--- src/rtl/clkdiv_pkg.sv ---
`timescale 1ns/1ps
package clkdiv_pkg;
  localparam int LOG2_MAX = 2;
  localparam int CNT_W    = LOG2_MAX;
  localparam int CODE_W   = 3;
  localparam int STRAP_W  = 2;

  typedef enum logic [1:0] {DIV1 = 2'd0, DIV2 = 2'd1, DIV4 = 2'd2} div_sel_e;

  localparam logic [CODE_W-1:0] CODE_BY1 = 3'b001;
  localparam logic [CODE_W-1:0] CODE_BY2 = 3'b010;
  localparam logic [CODE_W-1:0] CODE_BY4 = 3'b100;

  // index of the final input cycle of a period
  function automatic logic [CNT_W-1:0] last_idx(div_sel_e d);
    logic [CNT_W:0] n;
    n = (CNT_W+1)'(1) << d;
    return CNT_W'(n - 1'b1);
  endfunction

  // index at which a pending slip ends the period one cycle early
  function automatic logic [CNT_W-1:0] slip_idx(div_sel_e d);
    logic [CNT_W:0] n;
    n = (CNT_W+1)'(1) << d;
    return (d == DIV1) ? '0 : CNT_W'(n - 2'd2);
  endfunction

  function automatic logic [CNT_W-1:0] half_len(div_sel_e d);
    return (d == DIV1) ? CNT_W'(1) : CNT_W'(1) << (d - 1'b1);
  endfunction

  function automatic div_sel_e strap_to_div(logic [STRAP_W-1:0] s);
    case (s)
      2'b01:   return DIV2;
      2'b10:   return DIV4;
      default: return DIV1;
    endcase
  endfunction
endpackage

--- src/rtl/clkdiv_regs.sv ---
`timescale 1ns/1ps
module clkdiv_regs
  import clkdiv_pkg::*;
#(
  parameter int ADDR_W = 4,
  parameter int DATA_W = 8,
  parameter logic [ADDR_W-1:0] DIV_ADDR  = 2,
  parameter logic [ADDR_W-1:0] SLIP_ADDR = 1,
  parameter int SLIP_BIT = 0
) (
  input  logic              clk,
  input  logic              rst_n,
  input  logic              soft_rst,
  input  logic              wr_en,
  input  logic [ADDR_W-1:0] wr_addr,
  input  logic [DATA_W-1:0] wr_data,
  input  logic              slip_ack,
  output logic [CODE_W-1:0] div_code,
  output logic              slip_pend
);
  logic wr_div, wr_slip;

  always_comb begin
    wr_div  = wr_en && (wr_addr == DIV_ADDR);
    wr_slip = wr_en && (wr_addr == SLIP_ADDR) && wr_data[SLIP_BIT];
  end

  // divisor field: only a full reset clears it
  always_ff @(posedge clk or negedge rst_n) begin
    if (!rst_n)      div_code <= '0;
    else if (wr_div) div_code <= wr_data[CODE_W-1:0];
  end

  // one-shot slip command
  always_ff @(posedge clk or negedge rst_n) begin
    if (!rst_n)        slip_pend <= 1'b0;
    else if (soft_rst) slip_pend <= 1'b0;
    else if (wr_slip)  slip_pend <= 1'b1;
    else if (slip_ack) slip_pend <= 1'b0;
  end

  // soft reset leaves the divisor field alone
  a_r8_soft_keeps_div: assert property (@(posedge clk) disable iff (!rst_n)
    (soft_rst && !wr_div) |=> (div_code == $past(div_code)));

  // an acknowledged slip is gone next cycle unless re-armed
  a_r6_slip_self_clears: assert property (@(posedge clk) disable iff (!rst_n)
    (slip_ack && !wr_slip) |=> !slip_pend);
endmodule

--- src/rtl/clkdiv_select.sv ---
`timescale 1ns/1ps
module clkdiv_select
  import clkdiv_pkg::*;
(
  input  logic [CODE_W-1:0]  div_code,
  input  logic [STRAP_W-1:0] strap,
  output div_sel_e           sel
);
  always_comb begin
    case (div_code)
      CODE_BY1: sel = DIV1;
      CODE_BY2: sel = DIV2;
      CODE_BY4: sel = DIV4;
      default:  sel = strap_to_div(strap);
    endcase
  end
endmodule

--- src/rtl/clkdiv_core.sv ---
`timescale 1ns/1ps
module clkdiv_core
  import clkdiv_pkg::*;
(
  input  logic     clk,
  input  logic     rst_n,
  input  logic     soft_rst,
  input  div_sel_e sel,
  input  logic     slip_pend,
  output logic     slip_ack,
  output logic     div_clk,
  output logic     div_ce
);
  logic [CNT_W-1:0] cnt_q, cnt_d;
  div_sel_e         cur_q;
  logic             at_wrap;

  always_comb begin
    slip_ack = slip_pend && (cnt_q == slip_idx(cur_q));
    at_wrap  = (cnt_q == last_idx(cur_q)) || slip_ack;
    cnt_d    = at_wrap ? '0 : cnt_q + 1'b1;
  end

  always_ff @(posedge clk or negedge rst_n) begin
    if (!rst_n) begin
      cnt_q <= '0;
      cur_q <= DIV1;
    end else if (soft_rst) begin
      cnt_q <= '0;
      cur_q <= sel;
    end else begin
      cnt_q <= cnt_d;
      if (at_wrap) cur_q <= sel;
    end
  end

  assign div_ce  = (cnt_q == '0);
  assign div_clk = (cur_q == DIV1) ? clk : (cnt_q < half_len(cur_q));

  // the active divisor only moves on a period boundary
  a_r4_div_changes_at_boundary: assert property (@(posedge clk) disable iff (!rst_n)
    !$stable(cur_q) |-> (cnt_q == '0));

  // the phase counter stays inside the active period
  a_r1_cnt_in_range: assert property (@(posedge clk) disable iff (!rst_n)
    cnt_q <= last_idx(cur_q));

  // an applied slip starts a new period on the next cycle
  a_r5_slip_restarts: assert property (@(posedge clk) disable iff (!rst_n)
    (slip_ack && !soft_rst) |=> div_ce);

  // undivided mode strobes every cycle
  a_r7_div1_ce_always: assert property (@(posedge clk) disable iff (!rst_n)
    (cur_q == DIV1) |-> div_ce);
endmodule

--- src/rtl/sample_clk_divider.sv ---
`timescale 1ns/1ps
module sample_clk_divider
  import clkdiv_pkg::*;
#(
  parameter int ADDR_W = 4,
  parameter int DATA_W = 8,
  parameter logic [ADDR_W-1:0] DIV_ADDR  = 2,
  parameter logic [ADDR_W-1:0] SLIP_ADDR = 1,
  parameter int SLIP_BIT = 0
) (
  input  logic              clk,
  input  logic              rst_n,
  input  logic              soft_rst,
  input  logic              wr_en,
  input  logic [ADDR_W-1:0] wr_addr,
  input  logic [DATA_W-1:0] wr_data,
  input  logic [1:0]        strap,
  output logic              div_clk,
  output logic              div_ce
);
  logic [CODE_W-1:0] div_code;
  logic              slip_pend, slip_ack;
  div_sel_e          sel;

  clkdiv_regs #(
    .ADDR_W(ADDR_W), .DATA_W(DATA_W), .DIV_ADDR(DIV_ADDR),
    .SLIP_ADDR(SLIP_ADDR), .SLIP_BIT(SLIP_BIT)
  ) u_regs (
    .clk(clk), .rst_n(rst_n), .soft_rst(soft_rst), .wr_en(wr_en),
    .wr_addr(wr_addr), .wr_data(wr_data), .slip_ack(slip_ack),
    .div_code(div_code), .slip_pend(slip_pend)
  );

  clkdiv_select u_sel (
    .div_code(div_code), .strap(strap), .sel(sel)
  );

  clkdiv_core u_core (
    .clk(clk), .rst_n(rst_n), .soft_rst(soft_rst), .sel(sel),
    .slip_pend(slip_pend), .slip_ack(slip_ack),
    .div_clk(div_clk), .div_ce(div_ce)
  );
endmodule

--- config.mk ---
export PLATFORM = sky130hd
export DESIGN_NAME = sample_clk_divider
export DESIGN_NICKNAME = d
export VERILOG_FILES = /design/src/rtl/clkdiv_pkg.sv /design/src/rtl/clkdiv_regs.sv /design/src/rtl/clkdiv_select.sv /design/src/rtl/clkdiv_core.sv /design/src/rtl/sample_clk_divider.sv
export SDC_FILE = /design/constraint.sdc
export NUM_CORES = 1
export LEC_CHECK = 0
export BUFFER_PORTS_ARGS = -buffer_cell sky130_fd_sc_hd__clkbuf_2
export CORE_AREA = 2 2 39 41
export CTS_BUF_LIST = sky130_fd_sc_hd__clkbuf_8
export CTS_CLUSTER_SIZE = 25
export DETAILED_ROUTE_END_ITERATION = 10
export DIE_AREA = 0 0 41 43
export PLACE_DENSITY = 0.69
export SLEW_MARGIN = 5
export SYNTH_ARGS = -nofsm -noshare
export SYNTH_HDL_FRONTEND = slang
export SYNTH_HIERARCHICAL = 1
export SYNTH_SLANG_ARGS = --single-unit
export TNS_END_PERCENT = 20
--- constraint.sdc ---
create_clock -name clk -period 1.9 [get_ports clk]
set_input_delay 0.38 -clock clk [delete_from_list [all_inputs] [get_ports clk]]
set_output_delay 0.38 -clock clk [all_outputs]
set_load 0.005 [all_outputs]
Word-level counts from Yosys, hierarchy flattened
Index checks and enable logic that the tools add are counted.

word-level totals
  output and inout bits = 2
  register bits = 8
  bits of input ports = 18

cells by class
  muxes and demuxes = 12
  reduce and logical (&&, ||, !) cells = 9
  $lt $le $gt $ge = 1
  $add $sub $neg = 4
  shifts and indexed selects = 2
  eq/ne operators = 9

operator list
  kind                 count
  $mux 2               6
  $pmux 2 s3           1
  $eq 2x2->1           2
  $eq 4x1->1 const B   1
  $eq 4x2->1 const B   1
  $logic_and 1x1->1    4
  $logic_not 2->1      2
  $mux 1               4
  $pmux 2 s2           1
  $shl 1x2->2 const A  2
  $sub 2x1->2 const B  2
  $eq 3x1->1 const B   1
  $eq 3x2->1 const B   1
  $eq 3x3->1 const B   1
  $reduce_bool 3->1    1
  $add 2x1->2 const B  1
  $eq 2x1->1 const B   1
  $eq 2x2->1 const B   1
  $lt 2x2->1           1
  $reduce_bool 2->1    1
  $sub 2x2->2 const B  1
  $logic_or 1x1->1     1

Logic depth before layout (Yosys ltp)
  depth after elaboration = 8
  gate-level depth with buffers = 7

Hierarchy
Netlist, hierarchy kept.

modules (own cells, without submodules)
  module         instances  area each (um^2)  cells each  seq. area each (um^2)
  clkdiv_core    1          285.3             27          100.1
  clkdiv_regs    1          178.9             13          100.1
  clkdiv_select  1          55.1              9           0.0

==> impl_results.md <==
* Final Slew Violations at 0
* # IOs at 20
* Leak pwr at 0.381 nW
* Syn Nets at 71
* Post-Syn Area per Cell at 10.6 µm²
* Gp weighted congestion at 0.694
* Antenna violations before repair at 0
* Largest net degree at the start of global routing at 9
* Overall die width at 41 µm
* Actual slew at the worst max-slew pin at 302 ps
* Setup crit start kind: flop
* R2R depth at 6
* Post-synth EDFFs at 0
* CP arrival at 1490 ps
* # setup viols final at 0
* Post-synthesis sequential area ratio at 38.6%
* Hold Path Depth at 2
* CP required at 1520 ps
* Clk_lat worst skew at 330 ps
* Die area at 1760 µm²
* CTS tree: done
* Vias/cell at 4.84
* VDD IR max at 0.000672 V
* Gr usage total at 16.7%
* Hold Crit Endpoint: u_regs/slip_pend
* ANT cells at 0
* Top cells by area, synth: dfrtp_1 39%, ha_1 9.6%, mux2_1 6.5%, mux2_4 5.8%, xnor2_1 5.1%
* Grt ovf at 0
* Final setup TNS at 0 ps
* Synth cell types at 22
* Mapped Cells at 49
* Reg-to-reg endpoint: u_core/cur_q[1]
* RSZ-0062 raised after global routing: yes
* Dpl hpwl at 703 µm
* Crit Path Class: reg -> out
* Crit end category: output port
* Clk pin slew, worst setup/hold paths at 40 ps
* Area grow syn2layout at 48.4%
* Wire length per cell at 11.7 µm
* Final-report hold violation count at 0
* Initial core utilization at 37.5%
* Placed Instance Area at 617 µm²
* Final instance area at 771 µm²
* First-pass GRT wire length at 1780 µm
* Yosys top cell by area: dfrtp_1
* Die Y at 43 µm
* Register area at 203 µm²
* Multi-input logic area at 333 µm²
* Detailed Routing Iterations Pass 1 at 3
* Status: finished clean
* Post-route minimum period at 1870 ps
* Syn Std Cell Area at 519 µm²
* Worst Clk Skew at 3.84 ps
* Maximum fanout along the worst path at 4
* Via Count at 436
* Synth top area share at 38.6%
* Hold path startpoint: soft_rst
* Crit share post-route at 98.6%
* Warnings, synthesis at 6
* IO Port Bufs at 14
* Total Power at 1.22 mW
* Layout cells sized above 1 at 48.6%
* Reg-to-Reg Start: u_core/cur_q[1]
* Hold Path Class: in -> reg
* Asr flop ratio synth at 100%
* Number of remaining DRC errors at 0
* Final wirelength at 1050 µm
* Placeable core area at 1380 µm²
* WHS at 236 ps
* Layout fillers at 134
* #FFs+latches synth at 8
* Layout Nets at 98
* Vias in the first global route at 483
* Initial DRC Count at 5
* Util after Layout at 55.7%
* Flop2flop setup slack at 50 ps
* Top_reg_cell synth: dfrtp_1
* Pwr Density at 1590 nW/µm²
* Post-DRT Antenna Nets at 0
* Rel. slew slack at 79.8%
* Max-Cap Viols at 0
* Rows at 14
* Max Clock Freq at 534 MHz
==> cells in the final DEF, fill, tap and decap left out, types with 3 or more instances in the layout <==
cell,n
clkbuf_8,6
nor2_1,3
xnor2_1,3
ha_1,3
a21oi_1,3
buf_4,4
mux2_1,3
inv_1,6
dfrtp_1,6
clkbuf_2,14
==> metal layers <==
layer | routed length [µm] | global-route usage, % | share of wire (%)
met1 | 462 | 15.7 | 44
met4 | 0 | 13.3 | 0
met3 | 65 | 11.0 | 6.2
met5 | 0 | 0 | 0
met2 | 526 | 23.8 | 50
==> worst max-delay path, stage by stage, from the launching register on <==
cell      delay [ps]
dfrtp_2          430
nand2b_4         160
ha_4             250
o21ai_1           50
a22o_1           170
clkbuf_2         100
==> state kept, by name, summed over array words and instances (netlist names) <==
register / cells
u_regs/div_code: 3
u_core/cnt_q: 2
u_core/cur_q: 2
u_regs/slip_pend: 1
==> area by class of cell <==
cell class / count / share of cell area (%)
multi-input combinational: 35 / 43.2
tap: 16 / 2.60
inverter: 6 / 2.92
sequential: 8 / 26.3
timing repair buffer: 18 / 13.6
clock buffer: 7 / 11.4
==> timing repair <==
| item | 4_1_cts | 5_1_grt |
|---|---|---|
| setup endpoints to repair | 1 | 3 |
| gates resized for setup | 3 | 4 |
| hold endpoints to repair | 8 | 0 |
| hold buffers | 1 | 0 |
| setup buffers | 1 | 2 |
| pin swaps | 0 | 2 |
==> through the flow <==
step	setup WS [ps]	cells
finish	26.6	90
global route	-43.2	90
CTS	4.49	88
detailed placement	38.1	80
global placement	47.4	80
floorplan	42.5	49
==> Yosys cell counts, drive strengths merged, types with 3 or more instances <==
cell type,instances
nor2,5
xnor2,3
ha,4
a21oi,3
inv,6
nand2b,3
mux2,5
dfrtp,8
==> kinds of logic (layout without fill, tap and decap cells) <==
kind of cell	after synthesis	after routing	synth area share [%]
mux	5	5	12.3
simple gates	13	13	16.4
flops	8	8	38.6
compound gates	9	9	12.0
xor+xnor	4	4	6.75
buf+inv	6	31	4.34
fa+ha+maj	4	4	9.64
==> report_power, final <==
| group | switching, mW | internal, mW | total [mW] |
|---|---|---|---|
| Clock | 0.107 | 0.307 | 0.414 |
| Sequential | 0.0712 | 0.228 | 0.299 |
| Combinational | 0.211 | 0.300 | 0.511 |
| Total | 0.389 | 0.836 | 1.22 |
==> how the worst max path moves through the flow <==
| stage | slack [ps] | from | depth (start not counted) | endpoint |
|---|---|---|---|---|
| finish | 30 | u_core/cur_q[0] | 5 | div_clk |
| global route | -40 | u_core/cur_q[0] | 5 | div_clk |
| CTS | 4 | u_core/cur_q[0] | 5 | div_clk |
| detailed placement | 40 | u_core/cur_q[1] | 6 | u_core/cur_q[1] |
| global placement | 50 | u_core/cur_q[1] | 6 | u_core/cur_q[0] |
| floorplan | 40 | u_core/cur_q[1] | 6 | u_core/cur_q[0] |
Power figures use the tool's default switching activity.
